==> src/rtl/rwb_pkg.sv <==
package rwb_pkg;

  // next slot index in a ring of n slots
  function automatic int unsigned slot_step(int unsigned s, int unsigned n);
    return (s + 1 >= n) ? 0 : s + 1;
  endfunction

  // physical slot holding logical window row k when the top row sits in base
  function automatic int unsigned slot_rot(int unsigned base, int unsigned k, int unsigned n);
    return (base + k) % n;
  endfunction

  // may the writer place pixel (wrow, wcol) while the reader works on band rband at rcol
  function automatic bit row_write_allowed(int unsigned wrow, int unsigned wcol,
                                           int unsigned rband, int unsigned rcol,
                                           bit reading, int unsigned n, int unsigned rows);
    if (wrow >= rows) return 1'b0;
    if (wrow < rband + n) return 1'b1;
    return (wrow == rband + n) && reading && (wcol < rcol);
  endfunction

endpackage

==> src/rtl/rwb_word_fifo.sv <==
module rwb_word_fifo #(
  parameter int WORD_W = 32,
  parameter int DEPTH  = 4,
  localparam int AW  = (DEPTH > 1) ? $clog2(DEPTH) : 1,
  localparam int FCW = $clog2(DEPTH + 1)
) (
  input  logic              clk,
  input  logic              rst,
  input  logic              flush,
  input  logic              in_valid,
  output logic              in_ready,
  input  logic [WORD_W-1:0] in_data,
  output logic              out_valid,
  output logic [WORD_W-1:0] out_data,
  input  logic              out_pop,
  output logic [FCW-1:0]    count
);
  logic [WORD_W-1:0] mem [DEPTH];
  logic [AW-1:0] wp, rp;
  logic push, pop;

  assign in_ready  = (count != FCW'(DEPTH));
  assign out_valid = (count != '0);
  assign out_data  = mem[rp];
  assign push = in_valid && in_ready;
  assign pop  = out_pop && out_valid;

  always_ff @(posedge clk) begin
    if (push) mem[wp] <= in_data;
  end

  always_ff @(posedge clk) begin
    if (rst || flush) begin
      wp <= '0;
      rp <= '0;
      count <= '0;
    end else begin
      if (push) wp <= (wp == AW'(DEPTH - 1)) ? '0 : wp + 1'b1;
      if (pop)  rp <= (rp == AW'(DEPTH - 1)) ? '0 : rp + 1'b1;
      case ({push, pop})
        2'b10:   count <= count + 1'b1;
        2'b01:   count <= count - 1'b1;
        default: count <= count;
      endcase
    end
  end
endmodule

==> src/rtl/rwb_unpack.sv <==
module rwb_unpack #(
  parameter int WORD_W = 32,
  parameter int PIX_W  = 8,
  localparam int LANES = WORD_W / PIX_W,
  localparam int LW    = (LANES > 1) ? $clog2(LANES) : 1
) (
  input  logic              clk,
  input  logic              rst,
  input  logic              flush,
  input  logic              word_valid,
  input  logic [WORD_W-1:0] word,
  output logic              word_pop,
  output logic              pix_valid,
  output logic [PIX_W-1:0]  pix,
  input  logic              pix_take
);
  logic [LW-1:0] lane;

  assign pix_valid = word_valid;
  assign pix       = word[lane*PIX_W +: PIX_W];
  assign word_pop  = pix_take && (lane == LW'(LANES - 1));

  always_ff @(posedge clk) begin
    if (rst || flush) lane <= '0;
    else if (pix_take) lane <= (lane == LW'(LANES - 1)) ? '0 : lane + 1'b1;
  end
endmodule

==> src/rtl/rwb_row_bank.sv <==
module rwb_row_bank #(
  parameter int WIN   = 3,
  parameter int ROW_W = 16,
  parameter int PIX_W = 8,
  localparam int XW = $clog2(ROW_W),
  localparam int SW = (WIN > 1) ? $clog2(WIN) : 1
) (
  input  logic                 clk,
  input  logic                 wr_en,
  input  logic [SW-1:0]        wr_slot,
  input  logic [XW-1:0]        wr_col,
  input  logic [PIX_W-1:0]     wr_pix,
  input  logic                 rd_en,
  input  logic [XW-1:0]        rd_col,
  output logic [WIN*PIX_W-1:0] rd_q
);
  for (genvar s = 0; s < WIN; s++) begin : g_slot
    logic [PIX_W-1:0] row_mem [ROW_W];
    logic [PIX_W-1:0] q_r;

    always_ff @(posedge clk) begin
      if (wr_en && (wr_slot == SW'(s))) row_mem[wr_col] <= wr_pix;
      if (rd_en) q_r <= row_mem[rd_col];
    end

    assign rd_q[s*PIX_W +: PIX_W] = q_r;
  end
endmodule

==> src/rtl/rwb_window.sv <==
module rwb_window import rwb_pkg::*; #(
  parameter int WIN   = 3,
  parameter int PIX_W = 8,
  parameter int XW    = 4,
  parameter int YW    = 4,
  localparam int SW   = (WIN > 1) ? $clog2(WIN) : 1
) (
  input  logic                     clk,
  input  logic                     clr,
  input  logic                     shift_en,
  input  logic [WIN*PIX_W-1:0]     slot_col,
  input  logic [SW-1:0]            base,
  input  logic [XW-1:0]            col,
  input  logic [YW-1:0]            band,
  output logic                     patch_valid,
  output logic [WIN*WIN*PIX_W-1:0] patch,
  output logic [XW-1:0]            centre_x,
  output logic [YW-1:0]            centre_y
);
  logic [PIX_W-1:0] ordered [WIN];
  logic [PIX_W-1:0] win [WIN][WIN];

  // undo the ring rotation: logical row k comes from slot (base+k) mod WIN
  always_comb begin
    for (int k = 0; k < WIN; k++) begin
      ordered[k] = slot_col[int'(slot_rot(32'(base), k, WIN)) * PIX_W +: PIX_W];
    end
  end

  always_ff @(posedge clk) begin
    if (shift_en) begin
      for (int k = 0; k < WIN; k++) begin
        win[k][0] <= ordered[k];
        for (int j = 1; j < WIN; j++) win[k][j] <= win[k][j-1];
      end
    end
  end

  always_ff @(posedge clk) begin
    if (clr) begin
      patch_valid <= 1'b0;
      centre_x <= '0;
      centre_y <= '0;
    end else begin
      patch_valid <= shift_en && (col >= XW'(WIN - 1));
      if (shift_en) begin
        centre_x <= col - XW'(WIN / 2);
        centre_y <= band + YW'(WIN / 2);
      end
    end
  end

  // column 0 of the register window holds the newest (rightmost) pixels
  for (genvar k = 0; k < WIN; k++) begin : g_prow
    for (genvar j = 0; j < WIN; j++) begin : g_pcol
      assign patch[(k*WIN + j)*PIX_W +: PIX_W] = win[k][WIN-1-j];
    end
  end
endmodule

==> src/rtl/row_window_buf.sv <==
module row_window_buf import rwb_pkg::*; #(
  parameter int PIX_W      = 8,
  parameter int WORD_W     = 32,
  parameter int WIN        = 3,
  parameter int ROW_W      = 16,
  parameter int ROWS       = 8,
  parameter int FIFO_DEPTH = 4,
  localparam int XW = $clog2(ROW_W),
  localparam int YW = $clog2(ROWS + 1)
) (
  input  logic                     clk,
  input  logic                     rst,
  input  logic                     frame_start,
  input  logic                     in_valid,
  output logic                     in_ready,
  input  logic [WORD_W-1:0]        in_data,
  output logic                     patch_valid,
  output logic [WIN*WIN*PIX_W-1:0] patch,
  output logic [XW-1:0]            centre_x,
  output logic [YW-1:0]            centre_y
);
  localparam int SW  = (WIN > 1) ? $clog2(WIN) : 1;
  localparam int FCW = $clog2(FIFO_DEPTH + 1);
  localparam logic [XW-1:0] COL_LAST  = XW'(ROW_W - 1);
  localparam logic [YW-1:0] BAND_LAST = YW'(ROWS - WIN);
  localparam logic [YW-1:0] WIN_Y     = YW'(WIN);

  logic [WORD_W-1:0] head;
  logic head_valid, head_pop;
  logic [FCW-1:0] fifo_cnt;
  logic pix_valid;
  logic [PIX_W-1:0] pix;

  logic [XW-1:0] wr_col, rd_col;
  logic [YW-1:0] wr_row, rd_band;
  logic [SW-1:0] wr_slot, rd_base;
  logic reading;
  logic wr_fire, start_rd, frame_end;

  logic [WIN*PIX_W-1:0] bank_q;
  logic ld_v;
  logic [XW-1:0] ld_col;
  logic [YW-1:0] ld_band;
  logic [SW-1:0] ld_base;

  rwb_word_fifo #(.WORD_W(WORD_W), .DEPTH(FIFO_DEPTH)) u_fifo (
    .clk(clk), .rst(rst), .flush(frame_start),
    .in_valid(in_valid), .in_ready(in_ready), .in_data(in_data),
    .out_valid(head_valid), .out_data(head), .out_pop(head_pop),
    .count(fifo_cnt)
  );

  rwb_unpack #(.WORD_W(WORD_W), .PIX_W(PIX_W)) u_unpack (
    .clk(clk), .rst(rst), .flush(frame_start),
    .word_valid(head_valid), .word(head), .word_pop(head_pop),
    .pix_valid(pix_valid), .pix(pix), .pix_take(wr_fire)
  );

  // writer: stays behind the reader whenever it reuses the slot being read
  assign wr_fire = pix_valid &&
                   row_write_allowed(32'(wr_row), 32'(wr_col), 32'(rd_band), 32'(rd_col),
                                     reading, WIN, ROWS);
  assign start_rd  = !reading && (wr_row >= rd_band + WIN_Y);
  assign frame_end = reading && (rd_col == COL_LAST) && (rd_band == BAND_LAST);

  always_ff @(posedge clk) begin
    if (rst || frame_start) begin
      wr_col <= '0;
      wr_row <= '0;
      wr_slot <= '0;
      rd_col <= '0;
      rd_band <= '0;
      rd_base <= '0;
      reading <= 1'b0;
    end else begin
      if (wr_fire) begin
        if (wr_col == COL_LAST) begin
          wr_col <= '0;
          wr_row <= wr_row + 1'b1;
          wr_slot <= SW'(slot_step(32'(wr_slot), WIN));
        end else begin
          wr_col <= wr_col + 1'b1;
        end
      end
      if (start_rd) begin
        reading <= 1'b1;
        rd_col <= '0;
      end else if (reading) begin
        if (rd_col == COL_LAST) begin
          reading <= 1'b0;
          rd_col <= '0;
          rd_band <= rd_band + 1'b1;
          rd_base <= SW'(slot_step(32'(rd_base), WIN));
        end else begin
          rd_col <= rd_col + 1'b1;
        end
      end
      if (frame_end) begin
        wr_row <= '0;
        wr_slot <= '0;
        rd_band <= '0;
        rd_base <= '0;
      end
    end
  end

  rwb_row_bank #(.WIN(WIN), .ROW_W(ROW_W), .PIX_W(PIX_W)) u_bank (
    .clk(clk),
    .wr_en(wr_fire), .wr_slot(wr_slot), .wr_col(wr_col), .wr_pix(pix),
    .rd_en(reading), .rd_col(rd_col), .rd_q(bank_q)
  );

  // align band, column and rotation with the registered memory read
  always_ff @(posedge clk) begin
    if (rst || frame_start) begin
      ld_v <= 1'b0;
      ld_col <= '0;
      ld_band <= '0;
      ld_base <= '0;
    end else begin
      ld_v <= reading;
      ld_col <= rd_col;
      ld_band <= rd_band;
      ld_base <= rd_base;
    end
  end

  rwb_window #(.WIN(WIN), .PIX_W(PIX_W), .XW(XW), .YW(YW)) u_win (
    .clk(clk), .clr(rst || frame_start),
    .shift_en(ld_v), .slot_col(bank_q), .base(ld_base),
    .col(ld_col), .band(ld_band),
    .patch_valid(patch_valid), .patch(patch),
    .centre_x(centre_x), .centre_y(centre_y)
  );
endmodule

==> config.mk <==
export PLATFORM = sky130hd
export DESIGN_NAME = row_window_buf
export DESIGN_NICKNAME = d
export VERILOG_FILES = /design/src/rtl/rwb_pkg.sv /design/src/rtl/rwb_word_fifo.sv /design/src/rtl/rwb_unpack.sv /design/src/rtl/rwb_row_bank.sv /design/src/rtl/rwb_window.sv /design/src/rtl/row_window_buf.sv
export SDC_FILE = /design/constraint.sdc
export NUM_CORES = 1
export LEC_CHECK = 0
export BUFFER_PORTS_ARGS = -buffer_cell sky130_fd_sc_hd__buf_2
export CAP_MARGIN = 30
export CELL_PAD_IN_SITES_DETAIL_PLACEMENT = 1
export CELL_PAD_IN_SITES_GLOBAL_PLACEMENT = 2
export CORE_AREA = 2 2 359 255
export DETAILED_ROUTE_END_ITERATION = 8
export DIE_AREA = 0 0 361 257
export PLACE_DENSITY_LB_ADDON = 0.1
export SLEW_MARGIN = 20
export SYNTH_ARGS = -nofsm -noshare
export SYNTH_HDL_FRONTEND = slang
export SYNTH_HIERARCHICAL = 1
export SYNTH_SLANG_ARGS = --single-unit
==> constraint.sdc <==
create_clock -name clk -period 6.6 [get_ports clk]
set_input_delay 0.66 -clock clk [delete_from_list [all_inputs] [get_ports clk]]
set_output_delay 0.66 -clock clk [all_outputs]
set_load 0.05 [all_outputs]
* Word level (Yosys, flattened, before mapping)
Memories as Yosys holds them, arrays and structs flattened. A register that Yosys moved wholly into a read port is not among the register bits.
Cells that the tools add are included.
** Word-level totals
- Flip-flop bits (word level) :: 50
- Memory bits (writable) :: 584
- Bits of input ports :: 36
- Output and inout port bits :: 82
- Word-level logic and storage cells :: 117
- Memories kept :: 5
** Memory list
- u_bank.g_slot[0].row_mem :: words 16, bits a word 8, rd ports 1, clocked after memory_dff 1, write ports 1, RTL line rwb_row_bank.sv:18 : logic [PIX_W-1:0] row_mem [ROW_W];
- u_bank.g_slot[1].row_mem :: words 16, bits a word 8, rd ports 1, clocked after memory_dff 1, write ports 1, RTL line rwb_row_bank.sv:18
- u_bank.g_slot[2].row_mem :: words 16, bits a word 8, rd ports 1, clocked after memory_dff 1, write ports 1, RTL line rwb_row_bank.sv:18
- u_fifo.mem :: words 4, bits a word 32, rd ports 1, clocked after memory_dff 1, write ports 1, RTL line rwb_word_fifo.sv:18 : logic [WORD_W-1:0] mem [DEPTH];
- u_win.win :: words 3, bits a word 24, rd ports 3, clocked after memory_dff 0, write ports 3, RTL line rwb_window.sv:21 : logic [PIX_W-1:0] win [WIN][WIN];
** Operators by class
- Add/sub/neg operators :: 17
- Div/mod/pow operators :: 3
- Magnitude comparators :: 7
- Equality and inequality tests :: 12
- Shifts and indexed selects :: 4
- Multiplexer cells :: 28
- Bitwise logic cells :: 1
- Reductions and logical operators :: 22
** Operators with widths (count)
- 24-bit by 32-bit indexed part select with 8-bit output :: 3
- 32-bit by 2-bit remainder unit with 32-bit output (second input constant) :: 2
- 4-bit by 32-bit < comparator with 1-bit output :: 1
- 2-bit by 2-bit remainder unit with 32-bit output (second input constant) :: 1
- 32-bit by 6-bit indexed part select with 8-bit output :: 1
- 4-bit by 1-bit adder with 4-bit output (second input constant) :: 5
- 1-bit 2-to-1 mux :: 18
- 2-bit 2-to-1 mux :: 7
- 1-bit logical AND :: 13
- 2-bit == test (second input constant) :: 5
- 2-bit by 1-bit adder with 3-bit output (second input constant) :: 3
- 4-bit == test (second input constant) :: 2
- 4-bit 2-to-1 mux :: 2
- 2-bit by 1-bit adder with 2-bit output (second input constant) :: 3
- 3-bit by 2-bit >= comparator with 1-bit output (second input constant) :: 2
- 3-bit one-hot mux with 2 select lines :: 1
- 4-bit by 2-bit adder with 5-bit output (second input constant) :: 1
- 4-bit by 5-bit == test with 1-bit output :: 1
- 4-bit by 2-bit adder with 4-bit output (second input constant) :: 1
- 2-bit by 1-bit == test with 1-bit output (second input constant) :: 2
- 4-bit by 3-bit == test with 1-bit output (second input constant) :: 1
- 4-bit by 2-bit >= comparator with 1-bit output (second input constant) :: 1
- 4-bit >= comparator :: 1
- 4-bit >= comparator (second input constant) :: 1
- 15 further kinds :: 16

* Longest topological paths before layout
- Word-level depth :: 11
- Mapped depth :: 18
- Gate-level depth less buffers :: 17

* Modules after synthesis
The synthesis kept the hierarchy.
** By module, submodules not included
- rwb_row_bank :: times used 1, cells an instance 694, area each 15413.5 µm²
- rwb_word_fifo :: times used 1, cells an instance 221, area each 5112.4 µm²
- rwb_window :: times used 1, cells an instance 215, area each 3360.7 µm²
- row_window_buf :: times used 1, cells an instance 167, area each 1505.2 µm²
- rwb_unpack :: times used 1, cells an instance 20, area each 335.3 µm²

* Worst setup path before layout
No wires, ideal clock.
- Path kind :: flip-flop to flip-flop
- Start :: register rd_band[0]
- End :: memory u_bank.g_slot[0].row_mem[12][0], enable pin
- Setup time :: 395 ps
- Arrival time :: 3609 ps
- Data required time :: 6205 ps
- Setup slack :: 2596 ps
- Cell stages (with the launch flop) :: 13
- Buffers on the path :: 2
- Period minus slack after synthesis :: 4004 ps
- Path through :: dfxtp_1 -> inv_1 -> ha_1 -> xor2_1 -> ha_1 -> nand4_1 -> a2111oi_4 -> a221oi_2 -> buf_2 -> nor2_1 -> or3b_2 -> clkbuf_1 -> nor4_1
** On the way
- Word-level cells in the longest chain between the ends :: 10
- Elaborated cells on any way between the ends :: 13
- Classes of those cells :: add/sub (1); order compare (1); eq/ne (1); mux (6); reduce/logical (4)
** Ends and longest elaborated chain
- start, declared :: RTL line row_window_buf.sv:35 : logic [YW-1:0] wr_row, rd_band;
- start signal, assigned :: RTL line row_window_buf.sv:92 : rd_band <= rd_band + 1'b1;
- 4-bit by 2-bit adder with 5-bit output (*) :: RTL line rwb_pkg.sv:18, rwb_pkg.sv:19
- 4-bit by 32-bit < comparator with 1-bit output or 4-bit by 5-bit == test with 1-bit output (tied branches) :: RTL line rwb_pkg.sv:18, rwb_pkg.sv:19
- 1-bit 2-to-1 mux or 1-bit logical AND (tied branches) (2 in a row) :: RTL line rwb_pkg.sv:18, rwb_pkg.sv:19
- 1-bit 2-to-1 mux (*) :: RTL line rwb_pkg.sv:19 : return (wrow == rband + n) && reading && (wcol < rcol);
- 1-bit 2-to-1 mux (*) :: RTL line rwb_pkg.sv:18 : if (wrow < rband + n) return 1'b1;
- 1-bit logical AND (*) :: RTL line row_window_buf.sv:60 : assign wr_fire = pix_valid &&
- via wr_fire :: RTL line row_window_buf.sv:38 : logic wr_fire, start_rd, frame_end;
- 1-bit logical AND (*) :: RTL line rwb_row_bank.sv:22 : if (wr_en && (wr_slot == SW'(s))) row_mem[wr_col] <= wr_pix;
- 1-bit 2-to-1 mux (*) :: RTL line rwb_row_bank.sv:22
- 1-bit 2-to-1 mux (implied by the code) (*) :: RTL line rwb_row_bank.sv:22
- end, declared :: RTL line rwb_row_bank.sv:18
Mark *: on every way through the listed nets, which the timed path passes. The rest lies on a longest branch. The select of a mux whose other input is x is not followed.

* Worst setup path in the final report
- Start :: register rd_band[0]
- End :: memory u_bank.g_slot[0].row_mem[14][4], enable pin
Same word-level chain as after synthesis.

==> impl_metrics.py <==
metrics = {
    "power_and_ir_drop": {
        "p_total_mw": 8.71,
        "swShare_pct": 20.7,
        "net-switching-power_mw": 1.80,
        "leakagePower_nw": 9.31,
        "p_per_area_nw_per_um2": 291,
        "p_seq_share_pct": 52.9,
        "p_int_mw": 6.91,
        "pwr-share-clk_pct": 45.1,
        "ir_drop_mv": 0.162,
        "comb_power_share_pct": 2.0,
    },
    "global_routing": {
        "grt_pass1_wl_mm": 99.8,
        "grt_start_max_net_pins": 75,
        "grt_overflow": 0,
        "antenna_found_initial": 0,
        "track_usage_pct": 14.9,
        "grt_pass1_vias": 13700,
    },
    "clocking": {
        "cts_tree": "yes",
        "clockRootBuffer": "clkbuf_16",
        "clk_latency_ns": 0.61,
        "cts_setup_buffers": 0,
        "cts-resized-gates": 0,
        "clock_path_buffers": 3,
        "htreeDepth": 3,
        "cts_buffers": 72,
        "postCtsHoldBufs": 0,
        "path_clk_slew_ns": 0.06,
        "clock-sinks": 660,
    },
    "die": {
        "num_rows": 92,
        "fp.dieW_um": 361,
        "fp.dieH_um": 257,
        "die_area_sq_um": 92800,
        "coreArea_sq_um": 89200,
        "start_util_pct": 28.8,
        "io_pins": 118,
    },
    "timing": {
        "period_share_pct": 66.3,
        "rsz0062_at_grt": "false",
        "slew_headroom_pct": 40.5,
        "max_freq_mhz": 229,
        "timing.setup.tns_ns": 0,
        "hold_viol": 0,
        "hold_ws_ns": 0.270,
        "finalCriticalPeriod_ns": 4.37,
        "worst_slew_pin_slew_ns": 0.886,
        "finalClockSkew_ns": 0.0245,
        "finalSetupViolations": 0,
        "maxSlewViolCount": 0,
    },
    "logic_synthesis": {
        "synth_nets": 1387,
        "ys.flop_type": "edfxtp_1",
        "synthesis.area_sq_um": 25700,
        "synth_edf_count": 608,
        "async_reset_ff_share_pct": 0,
        "syn_inst": 1317,
        "synth_top_area_share_pct": 71.0,
        "synth_area_per_cell_sq_um": 19.5,
        "synth_area_leaders": "edfxtp_1 71%, mux4_2 11%, dfxtp_1 4.0%",
        "ys_seq_elements": 660,
        "ys_seq_area_share_pct": 75.0,
        "yosys_warnings": 6,
        "synth_top_cell_by_area": "edfxtp_1",
        "yosysUniqueCellTypes": 59,
    },
    "detailed_routing": {
        "ant_nets": 0,
        "drc_errors": 0,
        "vias_per_cell": 4.80,
        "wl_per_cell_um": 25.2,
        "vias": 12900,
        "drt_iter0_drc": 1041,
        "wl_mm": 68.1,
        "dr.pass1.iters": 5,
    },
    "finish": {
        "area_growth_pct": 16.5,
        "diodes": 0,
        "finalNonFillerCells": 2697,
        "drive_above_1_share_pct": 27.5,
        "final_nets": 1536,
        "fill_cells": 8879,
        "final_area_sq_um": 30000,
    },
    "outcome": {
        "status": "completed",
    },
    "placement": {
        "dp.cells": 2566,
        "port_buffers": 117,
        "hpwl_mm": 43.5,
        "routabilityCongestion": 0.765,
        "place_area_sq_um": 27700,
    },
    "setup_path": {
        "crit_required_ns": 6.83,
        "worstPathArrival_ns": 4.60,
        "crit_start": "rd_band[0]$_SDFFE_PP0P_",
        "timing.rr.end": "u_bank/g_slot[0].row_mem[14][4]$_DFFE_PP_",
        "reg2regPathDepth": 10,
        "path_max_fanout": 16,
        "end_kind": "register",
        "cp_cell_sequence": "inv_1 -> ha_1 -> xor2_1 -> ha_1 -> nand4_1 -> a2111oi_4 -> a221oi_2 -> nor2_1 -> or3b_2 -> nor2_1",
        "crit_type": "register to register",
        "crit_family": "simple AND/OR/NAND/NOR gates",
        "critPathLaunchType": "register",
        "slowest_delay_ns": 0.81,
        "r2r_start": "rd_band[0]$_SDFFE_PP0P_",
        "r2r_setup_slack_ns": 2.23,
        "crit_slowest_cell": "or3b_2",
        "crit_buf_inv": 1,
    },
    "min_path": {
        "min_delay_path_depth": 1,
        "hp-start": "in_data[20]",
        "hold_path.class": "input pin to register",
        "whs_endpoint": "u_fifo/mem[3][20]$_DFFE_PP_",
    },
    "job": {
        "maxCapViolations": 0,
    },
}
## worst max path at each step
stage / slack, ns / depth (start not counted) / endpoint
after global routing: 1.90 / 10 / u_bank/g_slot[0].row_mem[14][4]$_DFFE_PP_
after detailed placement: 1.98 / 10 / u_bank/g_slot[0].row_mem[12][2]$_DFFE_PP_
final: 2.23 / 10 / u_bank/g_slot[0].row_mem[14][4]$_DFFE_PP_
after CTS: 1.94 / 10 / u_bank/g_slot[0].row_mem[12][3]$_DFFE_PP_
after global placement: 1.98 / 10 / u_bank/g_slot[2].row_mem[12][6]$_DFFE_PP_
after floorplan: 2.60 / 12 / u_bank/g_slot[0].row_mem[12][0]$_DFFE_PP_
## synth_stat cells, types with 11 or more instances
cell	n
mux4_2	128
a22oi_1	62
dfxtp_1	52
o21ai_0	18
buf_6	11
buf_2	21
mux2_2	15
clkbuf_1	30
nand2_1	58
inv_1	24
nor3_1	11
nand3_1	11
ha_1	33
edfxtp_1	608
nor2_1	84
mux2i_1	14
a21oi_1	21
## area by class of cell
cell class	count	area, sq um	share of cell area, %
multi-input combinational	566	5980	20.0
clock buffer	87	1920	6.41
timing repair buffer	142	847	2.83
inverter	24	90.1	0.301
tap	1175	1470	4.91
clock inverter	43	338	1.13
sequential	660	19300	64.5
## sequential cells by signal, indices dropped and copies added, names as in the netlist, 3 cells and up, named ones only
register / flops
ld_col: 4
u_fifo/count: 3
u_bank/g_slot.row_mem: 384
u_win/win: 72
u_bank/g_slot.q_r: 24
wr_col: 4
u_win/centre_x: 4
u_fifo/mem: 128
ld_band: 4
wr_row: 4
rd_col: 4
rd_band: 4
u_win/centre_y: 4
## cell usage in the layout, fill, tap and decap left out, types with 6 or more instances in the layout
| master | Yosys | routed |
|---|---|---|
| edfxtp_1 | 608 | 608 |
| mux4_2 | 128 | 131 |
| buf_2 | 21 | 117 |
| nor2_1 | 84 | 84 |
| clkbuf_16 | 0 | 75 |
| a22oi_1 | 62 | 62 |
| nand2_1 | 58 | 58 |
| dfxtp_1 | 52 | 48 |
| ha_1 | 33 | 33 |
| inv_1 | 24 | 24 |
| a21oi_1 | 21 | 21 |
| o21ai_0 | 18 | 18 |
| clkinv_1 | 0 | 18 |
| buf_4 | 3 | 18 |
| mux2_2 | 15 | 15 |
| mux2i_1 | 14 | 14 |
| clkinv_2 | 0 | 14 |
| clkbuf_1 | 30 | 12 |
| nor3_1 | 11 | 11 |
| nand3_1 | 11 | 11 |
| a211oi_1 | 8 | 8 |
| nor2b_1 | 8 | 7 |
| and2_1 | 7 | 7 |
| xnor2_1 | 6 | 6 |
## worst reg2reg max path: stages, from the launching register on
cell,delay (ns)
dfxtp_1,0.41
inv_1,0.12
ha_1,0.24
xor2_1,0.16
ha_1,0.30
nand4_1,0.19
a2111oi_4,0.36
a221oi_2,0.24
nor2_1,0.47
or3b_2,0.82
nor2_1,0.70
## cell families after synthesis
kind of cell / synth area share, %
DFF: 75.0
and+or+nand+nor: 4.26
muxes: 13.4
AOI/OAI and AO/OA: 3.40
buffers and inverters: 1.79
adders and majority gates: 1.68
xor gates and xnor gates: 0.438
## per-stage QoR
stage               utilization, %  setup WS [ns]
floorplan                        -           2.60
global placement              30.9           1.98
detailed placement            31.0           1.98
CTS                           33.6           1.94
global route                  33.6           1.90
finish                        33.6           2.23
## power groups by stage
stage | clock network (mW) | registers [mW] | logic (mW)
after floorplan | 0 | 4.69 | 0.0734
after global placement | 0 | 4.70 | 0.182
after detailed placement | 0 | 4.70 | 0.183
after CTS | 4.06 | 4.61 | 0.183
after global routing | 4.22 | 4.61 | 0.192
final | 3.92 | 4.61 | 0.175
## layer usage
layer / global-route usage (%) / routed length (um)
met5: 0 / 0
met4: 3.59 / 1320
met3: 3.15 / 3800
met2: 21.3 / 29300
met1: 22.8 / 33600
Note: power is estimated with default switching activity, not from simulation.
